## src/rtl/twm_pkg.sv

```systemverilog
package twm_pkg;

    localparam int BYTE_W = 8;
    localparam logic [3:0] DEV_CODE = 4'b1010;

    typedef enum logic [3:0] {
        S_IDLE,
        S_DEVADDR,
        S_DEVACK,
        S_WADDR,
        S_WAACK,
        S_WDATA,
        S_WDACK,
        S_RDATA,
        S_MACK
    } twm_state_e;

endpackage

```

## src/rtl/twm_bus_sync.sv

```systemverilog
module twm_bus_sync #(
    parameter int STAGES = 2
) (
    input  logic clk,
    input  logic rst_n,
    input  logic scl_i,
    input  logic sda_i,
    output logic sda_s,
    output logic scl_rise,
    output logic scl_fall,
    output logic start_evt,
    output logic stop_evt
);
    localparam int LAST = STAGES - 1;

    logic [LAST:0] scl_ff;
    logic [LAST:0] sda_ff;
    logic          scl_d;
    logic          sda_d;
    logic          scl_s;

    always_ff @(posedge clk or negedge rst_n) begin
        if (!rst_n) begin
            scl_ff <= '1;
            sda_ff <= '1;
            scl_d  <= 1'b1;
            sda_d  <= 1'b1;
        end else begin
            scl_ff <= {scl_ff[LAST-1:0], scl_i};
            sda_ff <= {sda_ff[LAST-1:0], sda_i};
            scl_d  <= scl_ff[LAST];
            sda_d  <= sda_ff[LAST];
        end
    end

    assign scl_s     = scl_ff[LAST];
    assign sda_s     = sda_ff[LAST];
    assign scl_rise  = scl_s & ~scl_d;
    assign scl_fall  = ~scl_s & scl_d;
    assign start_evt = scl_s & scl_d & sda_d & ~sda_s;
    assign stop_evt  = scl_s & scl_d & ~sda_d & sda_s;

endmodule

```

## src/rtl/twm_store.sv

```systemverilog
module twm_store #(
    parameter int AW = 8
) (
    input  logic                         clk,
    input  logic                         we,
    input  logic [AW-1:0]                waddr,
    input  logic [twm_pkg::BYTE_W-1:0]   wdata,
    input  logic [AW-1:0]                raddr,
    output logic [twm_pkg::BYTE_W-1:0]   rdata
);
    localparam int DEPTH = 1 << AW;

    logic [twm_pkg::BYTE_W-1:0] mem [DEPTH];

    always_ff @(posedge clk) begin
        if (we) begin
            mem[waddr] <= wdata;
        end
    end

    assign rdata = mem[raddr];

endmodule

```

## src/rtl/twm_ctrl.sv

```systemverilog
module twm_ctrl
    import twm_pkg::*;
#(
    parameter int AW = 8
) (
    input  logic              clk,
    input  logic              rst_n,
    input  logic              sda_s,
    input  logic              scl_rise,
    input  logic              scl_fall,
    input  logic              start_evt,
    input  logic              stop_evt,
    input  logic [2:0]        dev_sel,
    input  logic [BYTE_W-1:0] rd_data,
    output logic              we,
    output logic [AW-1:0]     waddr,
    output logic [BYTE_W-1:0] wdata,
    output logic [AW-1:0]     ptr,
    output logic              sda_oe,
    output twm_state_e        state
);
    localparam int CW = $clog2(BYTE_W);
    localparam logic [CW-1:0] LAST_BIT = CW'(BYTE_W - 1);

    twm_state_e        state_q, state_n;
    logic [CW-1:0]     cnt_q, cnt_n;
    logic [BYTE_W-1:0] sh_q, sh_n;
    logic [AW-1:0]     ptr_q, ptr_n;
    logic              rw_q, rw_n;
    logic              more_q, more_n;
    logic              oe_q, oe_n;
    logic              ph_q, ph_n;
    logic [BYTE_W-1:0] shin;
    logic              last;

    assign shin = {sh_q[BYTE_W-2:0], sda_s};
    assign last = (cnt_q == LAST_BIT);

    always_comb begin
        state_n = state_q;
        cnt_n   = cnt_q;
        sh_n    = sh_q;
        ptr_n   = ptr_q;
        rw_n    = rw_q;
        more_n  = more_q;
        oe_n    = oe_q;
        ph_n    = ph_q;
        we      = 1'b0;
        wdata   = shin;
        if (stop_evt) begin
            state_n = S_IDLE;
            oe_n    = 1'b0;
            ph_n    = 1'b0;
        end else if (start_evt) begin
            state_n = S_DEVADDR;
            cnt_n   = '0;
            oe_n    = 1'b0;
            ph_n    = 1'b0;
        end else begin
            unique case (state_q)
                S_IDLE: ;
                S_DEVADDR: begin
                    if (scl_rise) begin
                        sh_n  = shin;
                        cnt_n = cnt_q + CW'(1);
                        if (last) begin
                            if (shin[BYTE_W-1:1] == {DEV_CODE, dev_sel}) begin
                                rw_n    = shin[0];
                                state_n = S_DEVACK;
                            end else begin
                                state_n = S_IDLE;
                            end
                        end
                    end
                end
                S_DEVACK, S_WAACK, S_WDACK: begin
                    if (scl_fall) begin
                        if (!ph_q) begin
                            oe_n = 1'b1;
                            ph_n = 1'b1;
                        end else begin
                            ph_n  = 1'b0;
                            oe_n  = 1'b0;
                            cnt_n = '0;
                            if (state_q == S_DEVACK) begin
                                if (rw_q) begin
                                    state_n = S_RDATA;
                                    sh_n    = rd_data;
                                    oe_n    = ~rd_data[BYTE_W-1];
                                end else begin
                                    state_n = S_WADDR;
                                end
                            end else if (state_q == S_WAACK) begin
                                state_n = S_WDATA;
                            end else begin
                                state_n = S_IDLE;
                            end
                        end
                    end
                end
                S_WADDR: begin
                    if (scl_rise) begin
                        sh_n  = shin;
                        cnt_n = cnt_q + CW'(1);
                        if (last) begin
                            ptr_n   = shin[AW-1:0];
                            state_n = S_WAACK;
                        end
                    end
                end
                S_WDATA: begin
                    if (scl_rise) begin
                        sh_n  = shin;
                        cnt_n = cnt_q + CW'(1);
                        if (last) begin
                            we      = 1'b1;
                            ptr_n   = ptr_q + AW'(1);
                            state_n = S_WDACK;
                        end
                    end
                end
                S_RDATA: begin
                    if (scl_fall) begin
                        if (last) begin
                            oe_n    = 1'b0;
                            state_n = S_MACK;
                        end else begin
                            cnt_n = cnt_q + CW'(1);
                            sh_n  = {sh_q[BYTE_W-2:0], sh_q[BYTE_W-1]};
                            oe_n  = ~sh_q[BYTE_W-2];
                        end
                    end
                end
                S_MACK: begin
                    if (scl_rise) begin
                        more_n = ~sda_s;
                        ptr_n  = ptr_q + AW'(1);
                    end else if (scl_fall) begin
                        if (more_q) begin
                            state_n = S_RDATA;
                            cnt_n   = '0;
                            sh_n    = rd_data;
                            oe_n    = ~rd_data[BYTE_W-1];
                        end else begin
                            state_n = S_IDLE;
                        end
                    end
                end
                default: state_n = S_IDLE;
            endcase
        end
    end

    always_ff @(posedge clk or negedge rst_n) begin
        if (!rst_n) begin
            state_q <= S_IDLE;
        end else begin
            state_q <= state_n;
        end
    end

    always_ff @(posedge clk or negedge rst_n) begin
        if (!rst_n) begin
            cnt_q  <= '0;
            sh_q   <= '0;
            ptr_q  <= '0;
            rw_q   <= 1'b0;
            more_q <= 1'b0;
            oe_q   <= 1'b0;
            ph_q   <= 1'b0;
        end else begin
            cnt_q  <= cnt_n;
            sh_q   <= sh_n;
            ptr_q  <= ptr_n;
            rw_q   <= rw_n;
            more_q <= more_n;
            oe_q   <= oe_n;
            ph_q   <= ph_n;
        end
    end

    assign waddr  = ptr_q;
    assign ptr    = ptr_q;
    assign sda_oe = oe_q;
    assign state  = state_q;

endmodule

```

## src/rtl/twi_mem_slave.sv

```systemverilog
module twi_mem_slave #(
    parameter int AW          = 8,
    parameter int SYNC_STAGES = 2
) (
    input  logic       clk,
    input  logic       rst_n,
    input  logic       scl_i,
    input  logic       sda_i,
    input  logic [2:0] dev_sel,
    output logic       sda_oe
);
    import twm_pkg::*;

    logic              sda_s;
    logic              scl_rise;
    logic              scl_fall;
    logic              start_evt;
    logic              stop_evt;
    logic              we;
    logic [AW-1:0]     waddr;
    logic [BYTE_W-1:0] wdata;
    logic [AW-1:0]     ptr;
    logic [BYTE_W-1:0] rd_data;
    twm_state_e        state;

    twm_bus_sync #(.STAGES(SYNC_STAGES)) u_sync (
        .clk       (clk),
        .rst_n     (rst_n),
        .scl_i     (scl_i),
        .sda_i     (sda_i),
        .sda_s     (sda_s),
        .scl_rise  (scl_rise),
        .scl_fall  (scl_fall),
        .start_evt (start_evt),
        .stop_evt  (stop_evt)
    );

    twm_store #(.AW(AW)) u_store (
        .clk   (clk),
        .we    (we),
        .waddr (waddr),
        .wdata (wdata),
        .raddr (ptr),
        .rdata (rd_data)
    );

    twm_ctrl #(.AW(AW)) u_ctrl (
        .clk       (clk),
        .rst_n     (rst_n),
        .sda_s     (sda_s),
        .scl_rise  (scl_rise),
        .scl_fall  (scl_fall),
        .start_evt (start_evt),
        .stop_evt  (stop_evt),
        .dev_sel   (dev_sel),
        .rd_data   (rd_data),
        .we        (we),
        .waddr     (waddr),
        .wdata     (wdata),
        .ptr       (ptr),
        .sda_oe    (sda_oe),
        .state     (state)
    );

endmodule

```

## config.mk

```make
export PLATFORM = sky130hd
export DESIGN_NAME = twi_mem_slave
export DESIGN_NICKNAME = d
export VERILOG_FILES = /design/src/rtl/twm_pkg.sv /design/src/rtl/twm_bus_sync.sv /design/src/rtl/twm_store.sv /design/src/rtl/twm_ctrl.sv /design/src/rtl/twi_mem_slave.sv
export SDC_FILE = /design/constraint.sdc
export NUM_CORES = 2
export LEC_CHECK = 0
export BUFFER_PORTS_ARGS = -buffer_cell sky130_fd_sc_hd__buf_4
export CAP_MARGIN = 0
export CELL_PAD_IN_SITES_DETAIL_PLACEMENT = 2
export CELL_PAD_IN_SITES_GLOBAL_PLACEMENT = 2
export CORE_MARGIN = 10
export CORE_UTILIZATION = 40
export CTS_BUF_LIST = sky130_fd_sc_hd__clkbuf_16
export DETAILED_ROUTE_END_ITERATION = 16
export GPL_TIMING_DRIVEN = 0
export PLACE_DENSITY = 0.64
export SLEW_MARGIN = 0
export SYNTH_ARGS = -nofsm -noshare
export SYNTH_HDL_FRONTEND = slang
export SYNTH_SLANG_ARGS = --single-unit
```

## constraint.sdc

```tcl
create_clock -name clk -period 13.5 [get_ports clk]
set_input_delay 0.675 -clock clk [delete_from_list [all_inputs] [get_ports clk]]
set_output_delay 0.675 -clock clk [all_outputs]
set_load 0.005 [all_outputs]
```

==> metrics.md <==
| Metric | Value |
|---|---|
| Cells taking the most area after synthesis | edfxtp_1 (76%), mux4_2 (17%), nor2_1 (1.4%), dfrtp_1 (0.83%), mux2i_1 (0.51%) |
| Share of cells above drive strength 1 | 0.279 |
| DR vias | 45000 |
| Commonest non-fill, non-tap cells in the layout | edfxtp_1 (2048), mux4_2 (608), nor2_1 (302), clkbuf_16 (221), nand2_1 (88) |
| Crit path DAT | 7600 ps |
| Comb pwr share | 0.084 |
| Hold Slack | 344 ps |
| Reg-to-reg endpoint | u_store.mem[228][1] |
| Syn_area_per_cell | 22.1 um2 |
| Synth cell types | 57 |
| GRT Util Overall | 0.297 |
| Remaining routing DRC violations | 0 |
| Worst Tran Pin Value | 1580 ps |
| Final cycle utilization of the critical path | 0.529 |
| Clk sinks | 2081 |
| R2R depth | 12 |
| CTS Buf Count | about 220 |
| Initial DRC Count | approximately 8000 |
| Mapped Cells | around 3700 |
| Reg power frac | 0.525 |
| Hold Path Class | input pin to async pin |
| Die width | about 470 um |
| Hpwl dp | 218000 um |
| Final TNS setup | 0 ps |
| Clock buffer depth | 3 |
| Post-layout util | 0.459 |
| Htree depth | 4 |
| Nets | 3953 |
| Drt pass-1 iters | 7 |
| Max-slew violations | 33 |
| Die ar. | roughly 220000 um2 |
| #FFs+latches synth | 2081 |
| Synth top area share | 0.759 |
| Area leader, netlist | edfxtp_1 |
| Reg clk slew, reported paths | 60 ps |
| Syn Nets | 3678 |
| Boundary Pins | 8 |
| Synth Flop Type | edfxtp_1 |
| CP Max Fanout | 10 |
| DRT antenna net count | 0 |
| Post-synth ARST share | 0.0159 |
| Pint | 0.0115 W |
| Worst r2r src | u_ctrl.ptr[1] |
| Initial antenna violation count | 36 |
| Synth Cell Area | 81100 um2 |
| GP Congestion | 0.949 |
| FF-to-FF setup slack | 6360 ps |
| Final Power | 0.0154 W |
| Sw Share | 0.252 |
| Final setup viols | 0 |
| CTS root buffer | clkbuf_16 |
| P&R area growth vs syn | 14.4% |
| Minimum clock period | 7140 ps |
| Leakage | around 28 nW |
| CTS-repair resized insts | 0 |
| Max-cap violations | 4 |
| Initial Utilization | 0.401 |
| Crit path required time | 13960 ps |
| Clk pwr share | 0.391 |
| Outcome | finished, violations left |
| Pwr/cell area | 166 nW/um2 |
| Vias/cell | 6.61 |
| Row count | 165 |
| Commonest non-fill, non-tap cell in the layout | edfxtp_1 |
| Core Area | roughly 200000 um2 |
| Fmax | 0.140 GHz |
| Yosys warning count | 0 |
| RSZ-0062 raised after global routing | false |
| Final hold viol count | 0 |
| Post-synth EDFFs | 2048 |
| Fin Clk Skew | 46.2 ps |
| Grt total ovfl | 0 |
| Peak VDD IR | 0.175 mV |
| CTS tree | built |
| IO buf count | 7 |
| Sequential area share after synthesis | 0.769 |
| Die Span Y | 470 um |
| Routed len/inst | about 50 um |
| NetSw | about 0.0039 W |
| Vias in the first global route | 45300 |
| Global-route wire length before repair | 442000 um |
| Failing checks | max-capacitance violations, max-slew violations |
| Startpoint Class | flop |
| Slew HR | -0.0531 |
| CP endpoint kind | flop |
| Crit path kind | flop to flop |
| Largest net degree at the start of global routing | 100 |
| Latest clock arrival within the worst-skew pair | 920 ps |
| Routed wire length | 334000 um |
[metrics by stage]
stage	setup WS, ps	cell area (um2)	cells
floorplan	8960	81100	3665
detailed placement	6490	85700	6388
CTS	6530	92700	6797
global route	6540	92700	6800
global placement	4490	84500	6344
finish	6360	92700	6812
[worst max-delay path: stages (launching register included)]
cell      delay [ps]
dfrtp_1          370
buf_2            290
buf_2            480
buf_2            900
buf_2            450
buf_12           240
buf_2            500
inv_1            280
ha_1             250
clkbuf_2         210
nand3_1          740
clkbuf_1        1170
nor2_1           690
[metal layers]
layer,vias to the layer above,part of all wire,global-route usage
met1,24800,0.37,0.391
met3,770,0.11,0.0817
met4,10,0.068,0.171
met5,-,0.00026,0.000432
met2,3410,0.45,0.444
li1,16000,-,-
[sequential cells by signal (all words and copies together), names as in the netlist]
register       cells
u_sync.scl_d       1
u_ctrl.sh_q        8
u_ctrl.more_q      1
u_sync.scl_ff      2
u_ctrl.ph_q        1
u_ctrl.cnt_q       3
u_sync.sda_d       1
u_ctrl.rw_q        1
u_store.mem     2048
u_sync.sda_ff      2
u_ctrl.state       4
u_ctrl.ptr         8
u_ctrl.sda_oe      1
[what timing repair did]
item / in CTS / in global routing
hold buffers: 3 / 0
buffers inserted: 0 / 0
endpoints found under the hold margin: 29 / 0
[final cells by class]
class                           instances  area [um2]
Buffer                                222        1160
Timing Repair Buffer                   55        1180
Clock buffer                          221        5530
Fill cell                           17900      109000
Multi-Input combinational cell       1352       17600
Tap cell                             2672        3340
Sequential cell                      2081       62400
Clock inverter                        185        1460
Inverter                               10        37.5
Antenna cell                           14        35.0
[power groups by stage]
stage / clock [W] / combinational [W] / sequential (W)
floorplan: 0 / 0.000166 / 0.00861
detailed placement: 0 / 0.00127 / 0.00820
CTS: 0.00605 / 0.00127 / 0.00806
global placement: 0 / 0.000323 / 0.00925
finish: 0.00602 / 0.00129 / 0.00807
global route: 0.00631 / 0.00134 / 0.00808
[cells by family after synthesis]
kind of cell               share of synthesized area
and+or+nand+nor                               0.0263
xor gates and xnor gates                    0.000324
muxes                                          0.175
buffers and inverters                         0.0138
AOI/OAI and AO/OA                             0.0147
DFF                                            0.769
adders and majority gates                   0.000926
[Yosys cell counts (all sizes together) (4+ instances only)]
cell type / count
a22oi: 51
ha: 6
nor3: 17
nand2: 88
a21oi: 43
dfrtp: 27
edfxtp: 2048
buf: 110
clkbuf: 112
o21ai: 25
mux4: 608
o22ai: 8
and2: 6
nor4: 4
o211ai: 4
inv: 10
dfstp: 6
nand3: 48
nand2b: 14
mux2i: 41
o41ai: 4
a31oi: 11
nor2: 303
a32oi: 7
a221oi: 4
mux2: 7
nand4: 5
nor2b: 14
[how the worst max path moves through the flow]
stage / slack (ps) / endpoint / depth (start not counted) / start
6_report: 6360 / u_store.mem[228][1] / 12 / u_ctrl.ptr[1]
5_1_grt: 6540 / u_store.mem[228][7] / 12 / u_ctrl.ptr[1]
4_1_cts: 6530 / u_store.mem[228][7] / 12 / u_ctrl.ptr[1]
3_5_place_dp: 6490 / u_store.mem[228][1] / 12 / u_ctrl.ptr[1]
3_3_place_gp: 4490 / u_ctrl.sh_q[0] / 2 / u_ctrl.sh_q[0]
2_1_floorplan: 8960 / u_ctrl.rw_q / 4 / u_ctrl.sh_q[2]
No activity file was read; power rests on OpenSTA's default activity.
